**src/rtl/irqc_pkg.sv**
```systemverilog
package irqc_pkg;
  localparam int unsigned NCH       = 2;
  localparam int unsigned CH_STRIDE = 8;
  localparam int unsigned W_STAT    = 0;
  localparam int unsigned W_RAW     = 1;
  localparam int unsigned W_ENSET   = 2;
  localparam int unsigned W_ENCLR   = 3;
  localparam int unsigned W_SWSET   = 4;
  localparam int unsigned W_SWCLR   = 5;
endpackage

```
**src/rtl/irqc_mask.sv**
```systemverilog
module irqc_mask #(
  parameter int unsigned NSRC     = 32,
  parameter int unsigned AW       = 6,
  parameter int unsigned SET_WORD = 2,
  parameter int unsigned CLR_WORD = 3
) (
  input  logic            clk,
  input  logic            rst,
  input  logic            wr_en,
  input  logic [AW-1:0]   addr,
  input  logic [NSRC-1:0] wdata,
  output logic [NSRC-1:0] en_q
);
  localparam logic [AW-1:0] SET_A = AW'(SET_WORD);
  localparam logic [AW-1:0] CLR_A = AW'(CLR_WORD);

  logic do_set, do_clr;
  assign do_set = wr_en && (addr == SET_A);
  assign do_clr = wr_en && (addr == CLR_A);

  always_ff @(posedge clk) begin
    if (rst)         en_q <= '0;
    else if (do_set) en_q <= en_q | wdata;
    else if (do_clr) en_q <= en_q & ~wdata;
  end

  // set writes add bits, clear writes remove bits
  a_r4_set_adds: assert property (@(posedge clk) disable iff (rst)
    (wr_en && addr == SET_A) |=> ((en_q & $past(wdata)) == $past(wdata)));
  a_r4_clr_removes: assert property (@(posedge clk) disable iff (rst)
    (wr_en && addr == CLR_A) |=> ((en_q & $past(wdata)) == '0));
  a_r5_keep_other: assert property (@(posedge clk) disable iff (rst)
    (wr_en && addr == SET_A) |=> ((en_q & ~$past(wdata)) == ($past(en_q) & ~$past(wdata))));
endmodule

```
**src/rtl/irqc_raw.sv**
```systemverilog
module irqc_raw #(
  parameter int unsigned NSRC = 32,
  parameter int unsigned AW   = 6
) (
  input  logic            clk,
  input  logic            rst,
  input  logic            wr_en,
  input  logic [AW-1:0]   addr,
  input  logic            wbit0,
  input  logic [NSRC-1:0] src,
  output logic            sw_q,
  output logic [NSRC-1:0] raw
);
  import irqc_pkg::*;
  localparam logic [AW-1:0] SWSET_A = AW'(W_SWSET);
  localparam logic [AW-1:0] SWCLR_A = AW'(W_SWCLR);

  always_ff @(posedge clk) begin
    if (rst) sw_q <= 1'b0;
    else if (wr_en && wbit0 && addr == SWSET_A) sw_q <= 1'b1;
    else if (wr_en && wbit0 && addr == SWCLR_A) sw_q <= 1'b0;
  end

  always_comb begin
    raw    = src;
    raw[0] = src[0] | sw_q;
  end

  // latch set / clear / ignored data bits
  a_r6_sw_set: assert property (@(posedge clk) disable iff (rst)
    (wr_en && wbit0 && addr == SWSET_A) |=> sw_q);
  a_r6_sw_clr: assert property (@(posedge clk) disable iff (rst)
    (wr_en && wbit0 && addr == SWCLR_A) |=> !sw_q);
  a_r6_sw_hold: assert property (@(posedge clk) disable iff (rst)
    !(wr_en && wbit0 && (addr == SWSET_A || addr == SWCLR_A)) |=> $stable(sw_q));
endmodule

```
**src/rtl/irqc_gate.sv**
```systemverilog
module irqc_gate #(
  parameter int unsigned NSRC = 32
) (
  input  logic            clk,
  input  logic            rst,
  input  logic [NSRC-1:0] raw,
  input  logic [NSRC-1:0] en,
  output logic            line_q
);
  logic hit;
  assign hit = |(raw & en);

  always_ff @(posedge clk) begin
    if (rst) line_q <= 1'b0;
    else     line_q <= hit;
  end

  // output follows masked raw one cycle later
  a_r2_rise: assert property (@(posedge clk) disable iff (rst)
    (|(raw & en)) |=> line_q);
  a_r3_fall: assert property (@(posedge clk) disable iff (rst)
    !(|(raw & en)) |=> !line_q);
endmodule

```
**src/rtl/irqc_rdmux.sv**
```systemverilog
module irqc_rdmux #(
  parameter int unsigned NSRC = 32,
  parameter int unsigned DW   = 32,
  parameter int unsigned AW   = 6
) (
  input  logic            clk,
  input  logic            rst,
  input  logic            rd_en,
  input  logic [AW-1:0]   addr,
  input  logic [NSRC-1:0] raw,
  input  logic [NSRC-1:0] en_n,
  input  logic [NSRC-1:0] en_f,
  output logic [DW-1:0]   rd_q
);
  import irqc_pkg::*;
  localparam logic [AW-1:0] A_NSTAT = AW'(W_STAT);
  localparam logic [AW-1:0] A_NRAW  = AW'(W_RAW);
  localparam logic [AW-1:0] A_NEN   = AW'(W_ENSET);
  localparam logic [AW-1:0] A_SW    = AW'(W_SWSET);
  localparam logic [AW-1:0] A_FSTAT = AW'(CH_STRIDE + W_STAT);
  localparam logic [AW-1:0] A_FRAW  = AW'(CH_STRIDE + W_RAW);
  localparam logic [AW-1:0] A_FEN   = AW'(CH_STRIDE + W_ENSET);

  logic [NSRC-1:0] sel;
  logic [DW-1:0]   nxt;

  always_comb begin
    sel = '0;
    unique case (addr)
      A_NSTAT: sel = raw & en_n;
      A_NRAW:  sel = raw;
      A_NEN:   sel = en_n;
      A_SW:    sel[0] = raw[0];
      A_FSTAT: sel = raw & en_f;
      A_FRAW:  sel = raw;
      A_FEN:   sel = en_f;
      default: sel = '0;
    endcase
    nxt = '0;
    nxt[NSRC-1:0] = sel;
  end

  always_ff @(posedge clk) begin
    if (rst)        rd_q <= '0;
    else if (rd_en) rd_q <= nxt;
  end

  // write-only word reads as zero
  a_r9_wo_zero: assert property (@(posedge clk) disable iff (rst)
    (rd_en && addr == AW'(W_ENCLR)) |=> (rd_q == '0));
  // software word carries only bit 0
  a_r7_sw_word: assert property (@(posedge clk) disable iff (rst)
    (rd_en && addr == A_SW) |=> (rd_q[DW-1:1] == '0));
  // data holds without a strobe
  a_r12_hold: assert property (@(posedge clk) disable iff (rst)
    !rd_en |=> $stable(rd_q));
endmodule

```
**src/rtl/dual_irq_ctrl.sv**
```systemverilog
module dual_irq_ctrl #(
  parameter int unsigned NSRC = 32,
  parameter int unsigned DW   = 32,
  parameter int unsigned AW   = 6
) (
  input  logic            clk,
  input  logic            rst,
  input  logic [NSRC-1:0] src_i,
  input  logic [AW-1:0]   addr_i,
  input  logic            wr_en_i,
  input  logic [DW-1:0]   wr_data_i,
  input  logic            rd_en_i,
  output logic [DW-1:0]   rd_data_o,
  output logic            irq_o,
  output logic            fiq_o
);
  import irqc_pkg::*;

  logic [NSRC-1:0] raw;
  logic            sw_q;
  logic [NSRC-1:0] en   [NCH];
  logic            line [NCH];

  irqc_raw #(.NSRC(NSRC), .AW(AW)) u_raw (
    .clk(clk), .rst(rst), .wr_en(wr_en_i), .addr(addr_i),
    .wbit0(wr_data_i[0]), .src(src_i), .sw_q(sw_q), .raw(raw)
  );

  for (genvar ch = 0; ch < NCH; ch++) begin : g_ch
    irqc_mask #(
      .NSRC(NSRC), .AW(AW),
      .SET_WORD(ch * CH_STRIDE + W_ENSET),
      .CLR_WORD(ch * CH_STRIDE + W_ENCLR)
    ) u_mask (
      .clk(clk), .rst(rst), .wr_en(wr_en_i), .addr(addr_i),
      .wdata(wr_data_i[NSRC-1:0]), .en_q(en[ch])
    );
    irqc_gate #(.NSRC(NSRC)) u_gate (
      .clk(clk), .rst(rst), .raw(raw), .en(en[ch]), .line_q(line[ch])
    );
  end

  irqc_rdmux #(.NSRC(NSRC), .DW(DW), .AW(AW)) u_rd (
    .clk(clk), .rst(rst), .rd_en(rd_en_i), .addr(addr_i),
    .raw(raw), .en_n(en[0]), .en_f(en[1]), .rd_q(rd_data_o)
  );

  assign irq_o = line[0];
  assign fiq_o = line[1];

  logic ro_wr;
  assign ro_wr = wr_en_i && (addr_i == AW'(W_STAT) || addr_i == AW'(W_RAW) ||
                 addr_i == AW'(CH_STRIDE + W_STAT) || addr_i == AW'(CH_STRIDE + W_RAW));

  // writes to status words change nothing
  a_r10_ro_write: assert property (@(posedge clk) disable iff (rst)
    ro_wr |=> ($stable(en[0]) && $stable(en[1]) && $stable(sw_q)));
  // raw bit 0 set whenever the latch is on
  a_r1_raw0: assert property (@(posedge clk) disable iff (rst)
    sw_q |-> raw[0]);
endmodule

```
**config.mk**
```make
export PLATFORM = sky130hd
export DESIGN_NAME = dual_irq_ctrl
export DESIGN_NICKNAME = d
export VERILOG_FILES = /design/src/rtl/irqc_pkg.sv /design/src/rtl/irqc_mask.sv /design/src/rtl/irqc_raw.sv /design/src/rtl/irqc_gate.sv /design/src/rtl/irqc_rdmux.sv /design/src/rtl/dual_irq_ctrl.sv
export SDC_FILE = /design/constraint.sdc
export NUM_CORES = 1
export LEC_CHECK = 0
export CAP_MARGIN = 15
export CORE_MARGIN = 1.5
export CORE_UTILIZATION = 35
export DETAILED_ROUTE_END_ITERATION = 8
export DONT_BUFFER_PORTS = 1
export PLACE_DENSITY = 0.6
export RECOVER_POWER = 100
export SYNTH_ARGS = -nofsm -noshare
export SYNTH_HDL_FRONTEND = slang
export SYNTH_SLANG_ARGS = --single-unit
export TNS_END_PERCENT = 10
```
**constraint.sdc**
```tcl
create_clock -name clk -period 4.45 [get_ports clk]
set_input_delay 0.445 -clock clk [delete_from_list [all_inputs] [get_ports clk]]
set_output_delay 0.445 -clock clk [all_outputs]
set_load 0.05 [all_outputs]
```
==> summary.md <==
| Metric | Value |
|---|---|
| Die width | 117 um |
| Worst hold-check path type | in -> reg |
| Die ar. | 13800 um2 |
| FP Rows | 41 |
| Non-filler cells, final | approximately 670 |
| Setup crit end kind | register |
| Inserted Clock Buffers | 9 |
| WS Path Type | in -> reg |
| Largest family of logic cells by synthesized area | compound AO/OA/AOI/OAI gates |
| RSZ-0062 raised after global routing | false |
| Top FF cell, synth | dfxtp_1 |
| Run status | finished clean |
| Post-synth EDFFs | 0 |
| Yosys cell types | 32 |
| Maximum vdd drop | just over 0.2 mV |
| Drt pass-1 iters | 5 |
| Top delay family on crit path | simple AND/OR/NAND/NOR gates |
| CP Data Required Time | 4700 ps |
| Cells after Synth | 520 |
| Dpl hpwl | 10300 um |
| Routed Antenna Nets | 0 |
| Hold_buf cts | 0 |
| Number of global-route vias before repair | slightly below 4000 |
| Syn Nets | between 500 and 600 |
| Worst-skew pair later-pin latency | around 350 ps |
| Setup Buffers After CTS | 0 |
| Max-slew violations | 0 |
| Total Routing Usage GR | 0.218 |
| Synth Area in XOR/XNOR | 0 |
| Routed vias | 4129 |
| Initial Utilization | 0.361 |
| Area share of the largest cell type after synthesis | 0.433 |
| Post-Syn Area | ~4600 um2 |
| Post-synthesis sequential area ratio | 0.433 |
| Max Clk Rate | 0.351 GHz |
| Post-route minimum period | 2850 ps |
| Critical path, cell by cell | or4b_1 > nor2_4 > clkbuf_1 > a21oi_1 > a311oi_1 |
| IO buf count | 0 |
| Synth Area in Simple Gates | 0.130 |
| WL per Instance | about 22 um |
| Layout overhead on the synthesized area | 7.55% |
| Net count, final | about 560 |
| Complex-gate fraction of the synthesized area | 0.319 |
| Fin crit share | 0.640 |
| Final hold vios | 0 |
| Critical Path Start Type | input port |
| Diode count | 0 |
| Total Wirelength | 14900 um |
| Leading area contributor after synthesis | dfxtp_1 |
| Core footprint | 12700 um2 |
| CTS tree | done |
| Yosys warns | 0 |
| Largest net degree at the start of global routing | 89 |
| Avg Vias per Cell | between 6 and 7 |
| Layout cell share with drive strength beyond 1 | 0.0747 |
| TritonCTS Sinks | a little under 100 |
| Rel. slew slack | 0.179 |
| Worst slew pin tran | approximately 1200 ps |
| Slowest stage cell, crit path | nor2_4 |
| Maximum capacitance violations | 0 |
| Synth Area in Adders | 0 |
| Post-synth top cells | dfxtp_1, a21oi_1, a311oi_1 |
| Chip height | roughly 120 um |
| Placed instance area | about 4600 um2 |
| Mux cell area share after synthesis | 0.0744 |
| CTS Root Cell | clkbuf_16 |
| Global placement routability congestion | 0.878 |
| Clk pin slew, worst setup/hold paths | roughly 60 ps |
| CP arrival | between 3000 and 4000 ps |
| CP Buf/Inv Count | 1 |
| Flops & latches, synth | between 90 and 100 |
| Dpl cells | between 600 and 700 |
| Io pins | ~110 |
| CTS max path bufs | 2 |
| DRC Markers | 0 |
| Critical Path Max Stage Delay | 810 ps |
| Global route total overflow | 0 |
| Leakage | around 1.6 nW |
| Total power | between 1.5 and 2 mW |
| Starting DRT DRC Count | roughly 460 |
| Finished Cell Area | around 4900 um2 |
| Synth async-reset ratio | 0 |
| Mean Syn Cell Area | 8.80 um2 |
| CTS H-tree lvls | 3 |
| Top-count cell post-synth | dfxtp_1 |
| Hold_ws | between 150 and 200 ps |
| Gates resized, CTS repair | 0 |
| Synth top area cells | dfxtp_1, a311oi_1, a21oi_1 |
| CP Max Fanout | between 40 and 50 |
| Setup TNS | 0 ps |
| Clk_skew | 7.73 ps |
| Pwr dens | about 350 nW/um2 |
| First-pass GRT wire length | between 20000 and 25000 um |
| FILL cells | about 1300 |
| Initial antenna violation count | 0 |
| Final setup viols | 0 |
[final timing paths]
| check | startpoint | end | slack, ps | cells after the start |
|---|---|---|---|---|
| worst max-delay path | addr_i[2] | register | 1600 | 5 |
| worst min-delay path | rst | u_rd.rd_q[27] | 160 | 1 |
| worst max register to register | u_raw.sw_q | g_ch[0].u_gate.line_q | 2950 | 4 |
| worst min register to register | register | register | 520 | 2 |
[placed cells by master (no fill, tap or decap), drive strengths merged, types with 2 or more instances in the layout]
cell type and instances:
a22oi 28, nor4 2, inv 4, nor2b 15
nand2 36, nand3 18, a211oi 2, dfxtp 99
nor3 6, a21oi 81, mux2i 16, a31oi 16
nor3b 2, nor2 36, clkbuf 14, nand4 6
a311oi 63, o211ai 16, a222oi 2, o21ai 3
buf 2, clkinv 5, mux2 16
[report_power, final]
part	switching (mW)	internal (mW)	total, mW	leakage (nW)
Sequential	0.0187	0.894	0.912	0.798
Combinational	0.0307	0.0264	0.0571	0.618
Clock	0.338	0.392	0.730	0.139
Total	0.388	1.31	1.70	1.56
[area by class of cell]
type	instances	area [um2]	area share
clock buffers	11	243	0.0493
repair buffers	5	31.3	0.00636
clock inverters	5	28.8	0.00585
flip-flops and latches	99	1980	0.403
inverters	4	15.0	0.00305
multi-input cells	371	2400	0.489
well taps	172	215	0.0437
[through the flow]
stage | setup slack (ps) | utilization
2_1_floorplan | 2460 | -
3_3_place_gp | 1730 | 0.367
3_5_place_dp | 1660 | 0.367
4_1_cts | 2000 | 0.388
5_1_grt | 1350 | 0.388
6_report | 1600 | 0.388
[logic make-up after synthesis]
| group | after synthesis |
|---|---|
| DFF | 99 |
| and+or+nand+nor | 125 |
| buffers and inverters | 50 |
| muxes | 32 |
| AOI/OAI and AO/OA | 214 |
[routing by layer]
layer  vias up  GRT usage  wire, um
li1       1966          -         -
met1      1949      0.283      6410
met2       191      0.321      6520
met3        23      0.103      1700
met4         0     0.0640       257
met5         -          0         0
No activity file was read; power rests on OpenSTA's default activity.
